### config.mk
export PLATFORM = sky130hd
export DESIGN_NAME = sap_ptr_ctrl
export DESIGN_NICKNAME = d
export VERILOG_FILES = /design/src/rtl/sap_pkg.sv /design/src/rtl/sap_ptr_regs.sv /design/src/rtl/sap_lock_view.sv /design/src/rtl/sap_cmd_fsm.sv /design/src/rtl/sap_ptr_ctrl.sv
export SDC_FILE = /design/constraint.sdc
export NUM_CORES = 1
export LEC_CHECK = 0
export BUFFER_PORTS_ARGS = -buffer_cell sky130_fd_sc_hd__buf_2
export CORE_MARGIN = 1
export CORE_UTILIZATION = 43
export CTS_BUF_LIST = sky130_fd_sc_hd__clkbuf_2
export CTS_CLUSTER_DIAMETER = 60
export DETAILED_ROUTE_END_ITERATION = 6
export GPL_TIMING_DRIVEN = 1
export PLACE_DENSITY = 0.67
export SETUP_SLACK_MARGIN = 0.02
export SYNTH_ARGS = -nofsm -noshare
export SYNTH_HDL_FRONTEND = slang
export SYNTH_SLANG_ARGS = --single-unit
### constraint.sdc
create_clock -name clk -period 6.4 [get_ports clk]
set_input_delay 0 -clock clk [delete_from_list [all_inputs] [get_ports clk]]
set_output_delay 0 -clock clk [all_outputs]
set_load 0.02 [all_outputs]
### src/rtl/sap_pkg.sv
package sap_pkg;
    localparam int ADDR_W = 10;
    localparam int DATA_W = 16;
    localparam int PTR_W  = 14;
    localparam int CNT_W  = 8;

    localparam logic [PTR_W-1:0]  REDIRECT_PTR = 14'h3FFF;
    localparam logic [PTR_W-1:0]  PTR_REG_ADDR = 14'h0003;
    localparam logic [ADDR_W-1:0] RESET_PTR    = 10'h006;
    localparam logic [ADDR_W-1:0] USER_BASE    = 10'h004;
    localparam int                BLK_MAX      = 127;
    localparam int                INIT_SEL_BIT = 10;

    typedef enum logic [1:0] {
        S_IDLE   = 2'd0,
        S_DECIDE = 2'd1,
        S_WRITE  = 2'd2,
        S_FINISH = 2'd3
    } sap_state_e;
endpackage

### src/rtl/sap_ptr_regs.sv
module sap_ptr_regs
    import sap_pkg::*;
#(
    parameter int AW = ADDR_W,
    parameter logic [AW-1:0] RST_VAL = RESET_PTR
) (
    input  logic          clk,
    input  logic          rst_n,
    input  logic          ld_wsa,
    input  logic          ld_isa,
    input  logic [AW-1:0] ld_val,
    input  logic          wrap_set,
    input  logic          wrap_clr,
    output logic [AW-1:0] wsa,
    output logic [AW-1:0] isa,
    output logic          wrap_flag
);
    always_ff @(posedge clk or negedge rst_n) begin
        if (!rst_n) begin
            wsa       <= RST_VAL;
            isa       <= RST_VAL;
            wrap_flag <= 1'b0;
        end else begin
            if (ld_wsa) wsa <= ld_val;
            if (ld_isa) isa <= ld_val;
            if (wrap_set)      wrap_flag <= 1'b1;
            else if (wrap_clr) wrap_flag <= 1'b0;
        end
    end


    isa_hold_chk: assert property (@(posedge clk) disable iff (!rst_n)
        ld_wsa |=> $stable(isa));
endmodule

### src/rtl/sap_lock_view.sv
module sap_lock_view
    import sap_pkg::*;
#(
    parameter int AW = ADDR_W,
    parameter logic [AW-1:0] BASE = USER_BASE
) (
    input  logic          autolock,
    input  logic [AW-1:0] wsa,
    input  logic [AW-1:0] qaddr,
    output logic          hit
);
    always_comb begin
        hit = autolock && (qaddr >= BASE) && (qaddr <= wsa);
    end
endmodule

### src/rtl/sap_cmd_fsm.sv
module sap_cmd_fsm
    import sap_pkg::*;
#(
    parameter int AW = ADDR_W,
    parameter int DW = DATA_W,
    parameter int PW = PTR_W,
    parameter int CW = CNT_W,
    parameter int MAXW = BLK_MAX,
    parameter logic [PW-1:0] REDIR = REDIRECT_PTR,
    parameter logic [PW-1:0] REGPTR = PTR_REG_ADDR,
    parameter logic [AW-1:0] BASE = USER_BASE
) (
    input  logic          clk,
    input  logic          rst_n,
    input  logic          cmd_valid,
    input  logic          cmd_block,
    input  logic [PW-1:0] cmd_ptr,
    input  logic [CW-1:0] cmd_count,
    input  logic [DW-1:0] cmd_data,
    output logic [CW-1:0] word_idx,
    input  logic [DW-1:0] word_data,
    input  logic          cfg_autoinc,
    input  logic          cfg_wrap_en,
    input  logic          cfg_autolock,
    input  logic [AW-1:0] cfg_last_addr,
    input  logic [AW-1:0] wsa,
    input  logic [AW-1:0] isa,
    output logic          ld_wsa,
    output logic          ld_isa,
    output logic [AW-1:0] ld_val,
    output logic          wrap_set,
    output logic          mem_req,
    output logic [AW-1:0] mem_addr,
    output logic [DW-1:0] mem_wdata,
    input  logic          mem_ack,
    output logic          done,
    output logic          ok,
    output logic          blk_busy
);
    localparam int AW1 = AW + 1;

    sap_state_e    state, state_nx;

    logic          blk_q;
    logic [PW-1:0] ptr_q;
    logic [CW-1:0] cnt_q;
    logic [DW-1:0] data_q;
    logic [AW-1:0] addr_q;
    logic [CW-1:0] idx_q;
    logic          move_q;
    logic          wrap_q;
    logic          ok_q;

    // decision terms evaluated in DECIDE
    logic          is_unaddr, is_regwr;
    logic          dec_store;
    logic          dec_ok;
    logic [AW-1:0] dec_addr;
    logic          dec_move;
    logic          dec_wrap;
    logic [AW1-1:0] wsa_inc;
    logic [AW1-1:0] blk_start;
    logic          last_word;
    logic          at_end;

    function automatic logic locked(input logic [AW-1:0] a, input logic [AW-1:0] p,
                                    input logic al);
        return al && (a >= BASE) && (a <= p);
    endfunction

    always_comb begin
        is_unaddr = !blk_q && (ptr_q == REDIR);
        is_regwr  = !blk_q && (ptr_q == REGPTR);
        wsa_inc   = {1'b0, wsa} + AW1'(1);
        blk_start = cfg_autoinc ? wsa_inc : {1'b0, wsa};

        dec_store = 1'b0;
        dec_ok    = 1'b0;
        dec_addr  = '0;
        dec_move  = 1'b0;
        dec_wrap  = 1'b0;

        if (is_regwr) begin
            dec_ok = 1'b1;
        end else if (blk_q) begin
            if ((cnt_q != '0) && (blk_start <= {1'b0, cfg_last_addr}) &&
                !locked(blk_start[AW-1:0], wsa, cfg_autolock)) begin
                dec_store = 1'b1;
                dec_addr  = blk_start[AW-1:0];
            end
        end else if (is_unaddr) begin
            if (!cfg_autoinc) begin
                if (!locked(wsa, wsa, cfg_autolock)) begin
                    dec_store = 1'b1;
                    dec_addr  = wsa;
                end
            end else if (wsa >= cfg_last_addr) begin
                if (cfg_wrap_en && !cfg_autolock) begin
                    dec_store = 1'b1;
                    dec_addr  = isa;
                    dec_move  = 1'b1;
                    dec_wrap  = 1'b1;
                end
            end else begin
                dec_store = 1'b1;
                dec_addr  = wsa_inc[AW-1:0];
                dec_move  = 1'b1;
            end
        end else begin
            if (!locked(ptr_q[AW-1:0], wsa, cfg_autolock)) begin
                dec_store = 1'b1;
                dec_addr  = ptr_q[AW-1:0];
            end
        end

        last_word = (idx_q + CW'(1)) >= cnt_q;
        at_end    = (addr_q >= cfg_last_addr);
    end

    // next-state process
    always_comb begin
        state_nx = state;
        unique case (state)
            S_IDLE:   if (cmd_valid) state_nx = S_DECIDE;
            S_DECIDE: state_nx = dec_store ? S_WRITE : S_FINISH;
            S_WRITE:  if (mem_ack && (!blk_q || last_word || at_end)) state_nx = S_FINISH;
            S_FINISH: state_nx = S_IDLE;
            default:  state_nx = S_IDLE;
        endcase
    end

    // state register
    always_ff @(posedge clk or negedge rst_n) begin
        if (!rst_n) state <= S_IDLE;
        else        state <= state_nx;
    end

    // datapath registers
    always_ff @(posedge clk or negedge rst_n) begin
        if (!rst_n) begin
            blk_q  <= 1'b0;
            ptr_q  <= '0;
            cnt_q  <= '0;
            data_q <= '0;
            addr_q <= '0;
            idx_q  <= '0;
            move_q <= 1'b0;
            wrap_q <= 1'b0;
            ok_q   <= 1'b0;
        end else begin
            unique case (state)
                S_IDLE: begin
                    if (cmd_valid) begin
                        blk_q  <= cmd_block;
                        ptr_q  <= cmd_ptr;
                        cnt_q  <= cmd_count;
                        data_q <= cmd_data;
                    end
                end
                S_DECIDE: begin
                    addr_q <= dec_addr;
                    idx_q  <= '0;
                    move_q <= dec_move;
                    wrap_q <= dec_wrap;
                    ok_q   <= dec_ok;
                end
                S_WRITE: begin
                    if (mem_ack) begin
                        if (blk_q && !last_word && !at_end) begin
                            idx_q  <= idx_q + CW'(1);
                            addr_q <= addr_q + AW'(1);
                        end else if (blk_q) begin
                            ok_q <= last_word && (int'(cnt_q) <= MAXW);
                        end else begin
                            ok_q <= 1'b1;
                        end
                    end
                end
                S_FINISH: begin
                    move_q <= 1'b0;
                    wrap_q <= 1'b0;
                end
                default: ;
            endcase
        end
    end

    // output process
    always_comb begin
        mem_req   = 1'b0;
        mem_addr  = addr_q;
        mem_wdata = data_q;
        word_idx  = idx_q;
        done      = 1'b0;
        ok        = 1'b0;
        blk_busy  = 1'b0;
        ld_wsa    = 1'b0;
        ld_isa    = 1'b0;
        ld_val    = data_q[AW-1:0];
        wrap_set  = 1'b0;
        unique case (state)
            S_IDLE: ;
            S_DECIDE: begin
                if (is_regwr) begin
                    ld_isa = data_q[INIT_SEL_BIT];
                    ld_wsa = !data_q[INIT_SEL_BIT];
                end
            end
            S_WRITE: begin
                mem_req   = 1'b1;
                blk_busy  = blk_q;
                mem_wdata = blk_q ? word_data : data_q;
                if (mem_ack && move_q) begin
                    ld_wsa   = 1'b1;
                    ld_val   = addr_q;
                    wrap_set = wrap_q;
                end
            end
            S_FINISH: begin
                done = 1'b1;
                ok   = ok_q;
            end
            default: ;
        endcase
    end


    req_hold_chk: assert property (@(posedge clk) disable iff (!rst_n)
        (mem_req && !mem_ack) |=> (mem_req && $stable(mem_addr)));


    done_pulse_chk: assert property (@(posedge clk) disable iff (!rst_n)
        done |=> !done);
endmodule

### src/rtl/sap_ptr_ctrl.sv
module sap_ptr_ctrl
    import sap_pkg::*;
#(
    parameter int AW = ADDR_W,
    parameter int DW = DATA_W,
    parameter int PW = PTR_W,
    parameter int CW = CNT_W
) (
    input  logic          clk,
    input  logic          rst_n,
    input  logic          cmd_valid,
    input  logic          cmd_block,
    input  logic [PW-1:0] cmd_ptr,
    input  logic [CW-1:0] cmd_count,
    input  logic [DW-1:0] cmd_data,
    output logic [CW-1:0] word_idx,
    input  logic [DW-1:0] word_data,
    input  logic          cfg_autoinc,
    input  logic          cfg_wrap_en,
    input  logic          cfg_autolock,
    input  logic [AW-1:0] cfg_last_addr,
    output logic          mem_req,
    output logic [AW-1:0] mem_addr,
    output logic [DW-1:0] mem_wdata,
    input  logic          mem_ack,
    output logic          done,
    output logic          ok,
    input  logic          wrap_clr,
    output logic          wrap_flag,
    output logic [AW-1:0] wsa,
    output logic [AW-1:0] isa,
    input  logic [AW-1:0] lock_qaddr,
    output logic          lock_hit
);
    logic          ld_wsa, ld_isa, wrap_set, blk_busy;
    logic [AW-1:0] ld_val;

    sap_cmd_fsm #(.AW(AW), .DW(DW), .PW(PW), .CW(CW)) i_fsm (
        .clk(clk), .rst_n(rst_n),
        .cmd_valid(cmd_valid), .cmd_block(cmd_block), .cmd_ptr(cmd_ptr),
        .cmd_count(cmd_count), .cmd_data(cmd_data),
        .word_idx(word_idx), .word_data(word_data),
        .cfg_autoinc(cfg_autoinc), .cfg_wrap_en(cfg_wrap_en),
        .cfg_autolock(cfg_autolock), .cfg_last_addr(cfg_last_addr),
        .wsa(wsa), .isa(isa),
        .ld_wsa(ld_wsa), .ld_isa(ld_isa), .ld_val(ld_val), .wrap_set(wrap_set),
        .mem_req(mem_req), .mem_addr(mem_addr), .mem_wdata(mem_wdata),
        .mem_ack(mem_ack), .done(done), .ok(ok), .blk_busy(blk_busy)
    );

    sap_ptr_regs #(.AW(AW)) i_regs (
        .clk(clk), .rst_n(rst_n),
        .ld_wsa(ld_wsa), .ld_isa(ld_isa), .ld_val(ld_val),
        .wrap_set(wrap_set), .wrap_clr(wrap_clr),
        .wsa(wsa), .isa(isa), .wrap_flag(wrap_flag)
    );

    sap_lock_view #(.AW(AW)) i_lock (
        .autolock(cfg_autolock), .wsa(wsa), .qaddr(lock_qaddr), .hit(lock_hit)
    );


    blk_ptr_stable_chk: assert property (@(posedge clk) disable iff (!rst_n)
        blk_busy |=> $stable(wsa));


    lock_guard_chk: assert property (@(posedge clk) disable iff (!rst_n)
        (mem_req && cfg_autolock) |-> !((mem_addr >= USER_BASE) && (mem_addr <= wsa)));


    wrap_rise_chk: assert property (@(posedge clk) disable iff (!rst_n)
        $rose(wrap_flag) |-> $past(mem_req && mem_ack));
endmodule

# Word level (Yosys, flattened, before mapping)
# Cells that the tools add are included.
dict set report classes {
  add_sub_neg 3
  n_lt_le_gt_ge 13
  n_eq_ne 10
  muxes 61
  n_reduce_logical 35
}
# cell n
set ops {}
lappend ops {{two-way mux 10 bit} 13}
lappend ops {{>= comparator 10 x 3 -> 1 bit (second input constant)} 4}
lappend ops {{<= comparator 10 bit} 4}
lappend ops {{two-way mux 1 bit} 34}
lappend ops {{two-way mux 16 bit} 2}
lappend ops {{>= comparator 10 bit} 2}
lappend ops {{case mux 10 bit (2 select lines)} 1}
lappend ops {{logical AND 1 bit} 18}
lappend ops {{two-way mux 8 bit} 2}
lappend ops {{case mux 8 bit (2 select lines)} 1}
lappend ops {{equality test 14 bit (second input constant)} 1}
lappend ops {{equality test 14 x 2 -> 1 bit (second input constant)} 1}
lappend ops {{adder 10 x 1 -> 11 bit (second input constant)} 1}
lappend ops {{<= comparator 11 x 10 -> 1 bit} 1}
lappend ops {{two-way mux 11 bit} 1}
lappend ops {{adder 10 x 1 -> 10 bit (second input constant)} 1}
lappend ops {{adder 8 x 1 -> 8 bit (second input constant)} 1}
lappend ops {{>= comparator 8 bit} 1}
lappend ops {{<= comparator 8 x 7 -> 1 bit (second input constant)} 1}
lappend ops {{case mux 1 bit (2 select lines)} 4}
lappend ops {{case mux 2 bit (4 select lines)} 1}
lappend ops {{nonzero test 8 bit} 1}
lappend ops {{zero test 1 bit} 6}
lappend ops {{!= test 2 bit (second input constant)} 3}
lappend ops {{9 further kinds} 17}
dict set report word_totals {
  register_bits 83
  in_bits 83
}

# Longest topological paths before layout
# Gate-level depths: netlist of the first run.
dict set report depth {
  depth_word 12
  depth_mapped 13
}

# Modules after synthesis
# A second synthesis of the first run with hierarchy kept.
dict set report unflattened {
  cells_unflattened 701
  hier_area_um2 6780.3
}
# mod instances cells_each area_each_um2 seq_area_each_um2
set by_module_without_submodules {}
lappend by_module_without_submodules {sap_cmd_fsm 1 617 5642.9 1551.5}
lappend by_module_without_submodules {sap_ptr_regs 1 45 864.6 530.5}
lappend by_module_without_submodules {sap_lock_view 1 39 272.8 0.0}

# Worst setup path after synthesis of the first run
# Ideal clock, no wire load.
dict set report synth_timing {
  path_kind {register to register}
  startpoint {reg i_fsm.idx_q[0], in the netlist i_fsm.word_idx[0]}
  endpoint {reg i_fsm.addr_q[5], in the netlist i_fsm.mem_addr[5]}
  t_arrival_ns 3.194
  path_slack_ns 3.065
  stages_incl_launch_ff 13
  n_path_buf 0
  cell_sequence {dfrtp_1 ha_1 nand3_1 nor2_1 xor2_1 ha_1 o21ai_0 nor2_1 a211oi_1 o2111ai_1 or2_2 a221oi_1 o211ai_1}
}
dict set report synth_via {
  elab_chain_len 7
}
# element line_no
set synth_rtl {}
lappend synth_rtl {{start: declaration} sap_cmd_fsm.sv:49} ;# logic [CW-1:0] idx_q;
lappend synth_rtl {{start signal: assignment} sap_cmd_fsm.sv:170} ;# idx_q <= idx_q + CW'(1);
lappend synth_rtl {{adder 8 x 1 -> 8 bit} sap_cmd_fsm.sv:116} ;# last_word = (idx_q + CW'(1)) >= cnt_q;
lappend synth_rtl {{>= comparator 8 bit} sap_cmd_fsm.sv:116}
lappend synth_rtl {{zero test 1 bit} sap_cmd_fsm.sv:169} ;# if (blk_q && !last_word && !at_end) begin
lappend synth_rtl {{logical AND 1 bit (2 in series)} sap_cmd_fsm.sv:169}
lappend synth_rtl {{!= test 2 x 1 -> 1 bit (no line)} --}
lappend synth_rtl {{AND reduction 3 bit (no line)} --}
lappend synth_rtl {{end signal: assignment} sap_cmd_fsm.sv:161} ;# addr_q <= dec_addr;
lappend synth_rtl {{end signal: assignment} sap_cmd_fsm.sv:171} ;# addr_q <= addr_q + AW'(1);
lappend synth_rtl {{end: declaration} sap_cmd_fsm.sv:48} ;# logic [AW-1:0] addr_q;
# Every way passes these cells.
# A chain may end at the register's enable or synchronous reset.

# Worst setup path in the final report of the first run
dict set report layout_timing {
  startpoint {reg i_regs.wsa[7]}
  endpoint {reg i_fsm.addr_q[2], in the netlist i_fsm.mem_addr[2]}
}
dict set report layout_via {
  elab_chain_len 11
  word_cells_on_any_way 26
  classes_between {1 x add/sub; 7 x order compare; 10 x mux; 8 x reduce/logical}
}
# element line_no
set layout_rtl {}
lappend layout_rtl {{start: declaration} sap_ptr_regs.sv:14} ;# output logic [AW-1:0] wsa,
lappend layout_rtl {{start signal: assignment} sap_ptr_regs.sv:24} ;# if (ld_wsa) wsa <= ld_val;
lappend layout_rtl {{adder 10 x 1 -> 11 bit} sap_cmd_fsm.sv:74} ;# wsa_inc = {1'b0, wsa} + AW1'(1);
lappend layout_rtl {{two-way mux 11 bit} sap_cmd_fsm.sv:75} ;# blk_start = cfg_autoinc ? wsa_inc : {1'b0, wsa};
lappend layout_rtl {{>= comparator 10 x 3 -> 1 bit} sap_cmd_fsm.sv:68} ;# return al && (a >= BASE) && (a <= p);
lappend layout_rtl {{logical AND 1 bit (2 in series)} sap_cmd_fsm.sv:68}
lappend layout_rtl {{zero test 1 bit} sap_cmd_fsm.sv:87} ;# !locked(blk_start[AW-1:0], wsa, cfg_autolock)) begin
lappend layout_rtl {{logical AND 1 bit} sap_cmd_fsm.sv:86} ;# if ((cnt_q != '0) && (blk_start <= {1'b0, cfg_last_addr}) &&
lappend layout_rtl {{two-way mux 10 bit} sap_cmd_fsm.sv:86}
lappend layout_rtl {{two-way mux 10 bit (*)} sap_cmd_fsm.sv:85} ;# end else if (blk_q) begin
lappend layout_rtl {{two-way mux 10 bit (*)} sap_cmd_fsm.sv:83} ;# if (is_regwr) begin
lappend layout_rtl {{case mux 10 bit (2 select lines) (*)} sap_cmd_fsm.sv:151} ;# unique case (state)
# Mark *: on every way between the ends. The rest lies on a longest branch, timed or not.

==> run summary, run 1 <==
R2R depth: 8
Max clock buf depth: 2
post-detail-place hpwl: 16.4 mm
CTS Buf Count: 9
adder-cell share of the synthesized area: 0.137
die area: 16200 µm²
commonest cells after routing, fill and taps aside: buf_2 (140), dfrtp_1 (79), ha_1 (73)
maximum vdd drop: 0.280 mV
Fin. Hold Viols: 0
Worst-Skew Late Latency: 0.60 ns
beginning of the worst hold path: mem_ack
worst flop-to-flop path startpoint: i_regs.wsa[7]
Pre-antenna DRT Iters: 5
I/O pin total: 142
worst hold slack: 0.0571 ns
worst hold stages: 4
Worst slew margin: 0.326
Die H: 127 µm
Post-DRT Antenna Nets: 0
Synth cell types: 73
Synth Area in Compound Gates: 0.176
DR iter-0 viols: 594
DP Cell Count: 1058
Core Box Area: 15300 µm²
CP Launch Type: flip-flop
Pwr per Cell Area: 362 nW/µm²
Pwr Total: 2.98 mW
Port Buffers: 141
FP Rows: 45
Cell Count, Final, Fillers Out: 1120
Die X: 127 µm
XOR/XNOR share of the synthesized area: 0.0319
Initial Util: 0.443
simple-gate area share of the yosys netlist: 0.184
antenna diode count: 0
Fmax: 267 MHz
post-synthesis mux area share: 0.116
asr flop ratio synth: 1.00
# setup viols final: 0
max-slew violation count: 0
total gr overflow: 0
status: complete, no violations
Tmin final: 3.75 ns
fin util: 0.539
Routed WL per cell: 19.3 µm
max incr delay on CP: 0.79 ns
ratio of cells with drive above 1 in the final layout: 0.260
WS Path Type: flip-flop to flip-flop
CP max stage cell: dfrtp_1
crit-path cells: ha_1 > a2111oi_0 > o21ai_0 > and2_0 > and4_1 > o2bb2ai_1 > o31ai_1 > o211ai_1
DR DRC count: 0
routability cong.: 0.920
DP Area: 7630 µm²
max cap viols: 0
largest family of logic cells by synthesized area: simple AND/OR/NAND/NOR gates
cell family with most CP delay: compound AO/OA/AOI/OAI gates
CTS tree: yes
PnR worst setup slack: 2.65 ns
Top FF cell, synth: dfrtp_1
worst min-delay path endpoint: i_fsm.ok_q
number of H-tree levels: 3
clock-pin slew on the worst setup and hold paths: 0.26 ns
setup_tns: 0 ns
FF-to-FF setup slack: 2.65 ns
CP Capture Type: flip-flop
DP Worst Slack: 2.76 ns
syn avg cell area: 9.20 µm²
Mapped Area: 6750 µm²
WP data arrival: 4.20 ns
area grow syn2layout: 21.8%
RSZ-0062 raised after global routing: false
Hold Crit Class: primary input to flip-flop
WP buf/inv: 0
final WL: 21.6 mm
Via Count: 6518
# resized after CTS: 0
#FFs+latches synth: 83
clock sink total: 83
RR Endpoint: i_fsm.mem_addr[2]
sequential-to-total area share from yosys stat: 0.308
largest net degree at the start of global routing: 64
commonest non-fill, non-tap cell in the layout: buf_2
worst clock skew: 0.0411 ns
CP max FO: 14
initial antenna violation count: 0
Post-synth EDFFs: 0
fin nets: 1060
Critical Path Source: i_regs.wsa[7]
vias in the first global route: 6235
Total GRT Usage: 0.277
first-pass GRT wire length: 34.3 mm
vias per cell: 5.82
Ys Warns: 0
Net Count, Synth: 890
Worst EP required: 6.85 ns
Static Leak: 3.88 nW
Cells after Synth: 734
Slew @ Worst Pin: 1.00 ns
Final period util: 0.586
root buffer cell: clkbuf_2
fin area: 8230 µm²
[cell families after synthesis]
kind of cell / Yosys count
XOR/XNOR: 23
flip-flops: 83
adder cells (fa/ha/maj): 74
buffers and inverters: 82
AND/OR/NAND/NOR: 231
multiplexers: 71
AO/OA/AOI/OAI: 170
[state kept, by name, summed over array words and instances, names as in the netlist]
| name | flops |
|---|---|
| i_fsm.blk_q | 1 |
| i_fsm.cnt_q | 8 |
| i_fsm.data_q | 16 |
| i_fsm.mem_addr | 10 |
| i_fsm.move_q | 1 |
| i_fsm.ok_q | 1 |
| i_fsm.ptr_q | 14 |
| i_fsm.state | 2 |
| i_fsm.word_idx | 8 |
| i_fsm.wrap_q | 1 |
| i_regs.isa | 10 |
| i_regs.wrap_flag | 1 |
| i_regs.wsa | 10 |
[Yosys cell counts, drive strengths merged (5+ instances only)]
master   instances  area [µm²]
dfrtp           79        1980
o21ai           51         255
buf              8        37.5
a211oi          13        97.6
clkbuf          24        90.1
nor4             9        77.6
and2            10        62.6
or4              8        60.1
mux2            57         642
xnor2           16         140
nor2            37         139
and4             8        70.1
ha              73         913
and3             7        45.1
nand3b           5        50.1
o2111ai          8        70.1
xor2             6        52.6
nor3b            7        57.6
nand3           21         105
a221oi           5        67.6
a21oi           21         105
inv             50         188
a31oi            6        37.5
nor2b            9        56.3
nor3            10        50.1
mux2i           14         140
o211ai          17         133
nand2           69         259
nand4           18         119
[layout make-up]
type	count	area (µm²)
Tap cell	211	264
Clock inverter	7	91.3
Fill cell	1379	7030
Clock buffer	9	45.0
Inverter	50	188
Multi-Input combinational cell	569	4360
Timing Repair Buffer	191	1200
Sequential cell	83	2080
[how the worst max path moves through the flow]
stage                     cells past startpoint                end  slack [ns]
after floorplan                              12  i_fsm.mem_addr[5]        3.07
after global placement                       12  i_fsm.mem_addr[6]        2.83
after detailed placement                     12  i_fsm.mem_addr[5]        2.76
after CTS                                    12  i_fsm.mem_addr[5]        2.69
after global routing                         12  i_fsm.mem_addr[5]        2.31
final                                         8  i_fsm.mem_addr[2]        2.65
[worst register-to-register path: cells and delay by family, from the launching register on]
family,cells,cell delay (ns)
flops,1,0.79
compound gates,5,1.81
simple gates,2,0.66
fa+ha+maj,1,0.37
[power by group]
part	internal, mW	total, mW	switching (mW)
clock	0.129	0.327	0.198
sequential	0.708	1.02	0.308
combinational	0.712	1.64	0.925
[repair_timing]
action / 4_1_cts / 5_1_grt
hold endpoints to repair: 122 / 0
hold buffers: 46 / 0
buffers inserted: 0 / 0
[layer usage]
| metal | part of all wire | GRT usage | up-vias |
|---|---|---|---|
| met2 | 0.44 | 0.426 | 331 |
| li1 | - | - | 3088 |
| met5 | 0 | 0 | - |
| met3 | 0.089 | 0.0620 | 56 |
| met1 | 0.44 | 0.378 | 3043 |
| met4 | 0.029 | 0.110 | 0 |
Power figures use the tool's default switching activity.
==> run 2, diff against run 1 <==
ABC_AREA = 1   (was not set)
PLACE_DENSITY = 0.7   (was 0.67)
clock period = 3.45 ns   (was 6.4 ns; I/O delays follow)
==> run 2 against run 1 <==
Sequential cell count stayed put. Clock power is 34% higher. Cell count is 15% higher. Synthesized cell count is 21% higher. Sequential power is 67% higher. Highest routed layer unchanged.
==> run summary, run 2 <==
Post-synth top cells: nand2_1 (197), inv_1 (82), dfrtp_1 (79), ha_1 (73), nand3_1 (71)
area share of the largest cell type after synthesis: 0.294 (+0.00114)
Die X: 127 µm (-0.19%)
Die H: 127 µm (-0.19%)
fin nets: 1230 (+16%)
Worst slew margin: 0.325 (-0.00105)
max reg flops: 16 (unchanged)
max cap viols: 0 (unchanged)
Most flops, register: i_fsm.data_q
CTS tree: yes
register area: 2080 µm² (+0.12%)
Synth area leaders: dfrtp_1 (29%), ha_1 (14%), nand2_1 (11%), mux2_2 (7.4%), nand3_1 (5.3%)
Worst-Skew Late Latency: 0.55 ns (-0.05 ns)
Initial Util: 0.441 (-0.00172)
Top FF cell, synth: dfrtp_1
final WL: 21.1 mm (-2.5%)
Port Buffers: 141 (unchanged)
# setup viols final: 0 (unchanged)
Fmax: 309 MHz (+16%)
Cell Count, Final, Fillers Out: 1291 (+15%)
Hold Crit Class: primary input to asynchronous set/reset pin
fillers: 1480 (+7.3%)
status: complete, no violations
Synth area leader: dfrtp_1
largest net degree at the start of global routing: 60 (-6.3%)
Total GRT Usage: 0.268 (-0.00955)
Slew @ Worst Pin: 1.01 ns (+0.00572 ns)
number of H-tree levels: 3 (unchanged)
clock-pin slew on the worst setup and hold paths: 0.23 ns (-0.03 ns)
routability cong.: 0.940 (+2.1%)
#FFs+latches synth: 83 (unchanged)
WP data arrival: 3.73 ns (-0.47 ns)
Synth cell types: 45 (-38%)
area grow syn2layout: 23.0%
syn avg cell area: 7.58 µm² (-18%)
WS Path Type: flip-flop to flip-flop
Post-synth EDFFs: 0 (unchanged)
DR iter-0 viols: 618 (+4.0%)
Max clock buf depth: 2 (unchanged)
Tmin final: 3.24 ns (-0.513 ns)
CTS Buf Count: 9 (unchanged)
FP Rows: 45 (unchanged)
maximum vdd drop: 0.460 mV (+64%)
asr flop ratio synth: 1.00 (unchanged)
CP max FO: 11 (-3)
Via Count: 6880 (+5.6%)
first-pass GRT wire length: 33.7 mm (-1.7%)
Post-DRT Antenna Nets: 0 (unchanged)
Cells after Synth: 887 (+21%)
Fin. Hold Viols: 0 (unchanged)
Ys Warns: 0 (unchanged)
Pwr per Cell Area: 606 nW/µm² (+67%)
initial antenna violation count: 1 (+1)
die area: 16200 µm² (-0.38%)
Final period util: 0.939 (+0.353)
CP Launch Type: flip-flop
Worst EP required: 3.95 ns (-2.90 ns)
footprint of the multi-input gates: 4180 µm² (-4.0%)
total gr overflow: 0 (unchanged)
DR DRC count: 0 (unchanged)
I/O pin total: 142 (unchanged)
Routed WL per cell: 16.3 µm (-15%)
Static Leak: 4.19 nW (+7.9%)
CP Capture Type: flip-flop
root buffer cell: clkbuf_2
vias per cell: 5.33 (-8.4%)
max-slew violation count: 0 (unchanged)
ratio of cells with drive above 1 in the final layout: 0.243 (-0.0168)
commonest non-fill, non-tap cell in the layout: nand2_1
most numerous cell in the Yosys netlist: nand2_1
largest registers: i_fsm.data_q x16, i_fsm.ptr_q x14
worst clock skew: 0.0466 ns (+0.00546 ns)
DP Cell Count: 1224 (+16%)
Pre-antenna DRT Iters: 5 (unchanged)
Net Count, Synth: 1043 (+17%)
Mapped Area: 6730 µm² (-0.39%)
worst hold slack: 0.0244 ns (-0.0327 ns)
sequential-to-total area share from yosys stat: 0.309 (+0.00120)
Core Box Area: 15300 µm² (unchanged)
clock sink total: 83 (unchanged)
vias in the first global route: 6480 (+3.9%)
post-detail-place hpwl: 16.3 mm (-0.66%)
commonest cells after routing, fill and taps aside: nand2_1 (195), buf_2 (140), inv_1 (82)
## run 2: cell types whose count changed after synthesis, moves of 12 or more
| cell | previous run | this run |
|---|---|---|
| nand3_1 | 21 | 71 |
| nand2_1 | 69 | 197 |
| o21ai_1 | 0 | 13 |
| mux2_2 | 57 | 44 |
| mux2i_1 | 14 | 0 |
| xnor2_1 | 16 | 0 |
| nor2_1 | 37 | 68 |
| inv_1 | 50 | 82 |
| a211oi_1 | 13 | 1 |
| a21oi_1 | 21 | 66 |
## run 2: power by group
part | switching (mW) | internal (mW) | leakage, nW
logic | 1.73 | 1.15 | 3.16
registers | 0.399 | 1.30 | 0.973
clock network | 0.338 | 0.0992 | 0.0594
## run 2: path summary, 6_finish.rpt
check,start,endpoint,slack [ns],depth (start not counted)
max in group asynchronous,rst_n,i_fsm.data_q[6],2.57,3
setup / recovery,i_regs.wsa[3],i_fsm.state[0],0.21,18
setup reg to reg,i_regs.wsa[3],i_fsm.state[0],0.21,18
min in group clk,cfg_autoinc,i_fsm.wrap_q,0.04,5
hold / removal,rst_n,i_fsm.word_idx[0],0.02,2
hold reg to reg,i_fsm.wrap_q,i_regs.wrap_flag,0.52,2
## run 2: cell families (layout without fill, tap and decap cells)
group                    count (synthesis)  in the layout  share of synthesized area
AND/OR/NAND/NOR                        401            401                      0.269
AO/OA/AOI/OAI                          161            161                      0.133
buffers and inverters                  120            312                     0.0727
flip-flops                              83             83                      0.309
adder cells (fa/ha/maj)                 73             73                      0.136
multiplexers                            44             44                     0.0736
XOR/XNOR                                 5              5                    0.00651
other                                    0              1                          0
## run 2: final cells by class
cell class              instances  share of cell area
repair buffers                210               0.162
flip-flops and latches         83               0.252
multi-input cells             684               0.505
clock inverters                 4             0.00257
clock buffers                  12             0.00726
well taps                     211              0.0319
inverters                      86              0.0390
diodes                          1            0.000302
## run 2: repair_timing
action | CTS | global route
endpoints found under the hold margin | 104 | 0
hold buffers | 45 | 0
resized for setup | 0 | 7
buffers inserted | 0 | 5
endpoints found under the setup margin | 0 | 19
## run 2: worst max-delay path, cell delays in order (launching register included)
cell,delay (ns)
dfrtp_1,0.70
inv_2,0.22
nor2_4,0.18
nand4_1,0.13
nand3_2,0.15
nand2_4,0.08
ha_1,0.30
a21oi_1,0.16
nor2_1,0.06
a211oi_1,0.24
o211ai_1,0.14
a21oi_1,0.20
a21oi_2,0.08
buf_4,0.21
nand2_1,0.09
nand2_1,0.07
nand2_1,0.06
nand2_1,0.05
a21oi_1,0.11
## run 2: metrics by stage
stage               cell area (µm²)  TNS (ns)  utilization  total power, mW  setup slack [ns]
CTS                            8210         0        0.538             4.98             0.156
global placement               7680         0        0.503             4.45             0.262
detailed placement             7680         0        0.503             4.51             0.204
floorplan                      6730         0            -             3.62             0.526
global route                   8280    -0.309        0.542             5.46           -0.0641
finish                         8280         0        0.542             5.01             0.212
## run 2: per-layer routing
| layer | vias up | wire length (µm) | track usage |
|---|---|---|---|
| li1 | 3406 | - | - |
| met1 | 3151 | 9620 | 0.365 |
| met2 | 293 | 9570 | 0.440 |
| met3 | 30 | 1490 | 0.0410 |
| met4 | 0 | 384 | 0.0763 |
| met5 | - | 0 | 0 |
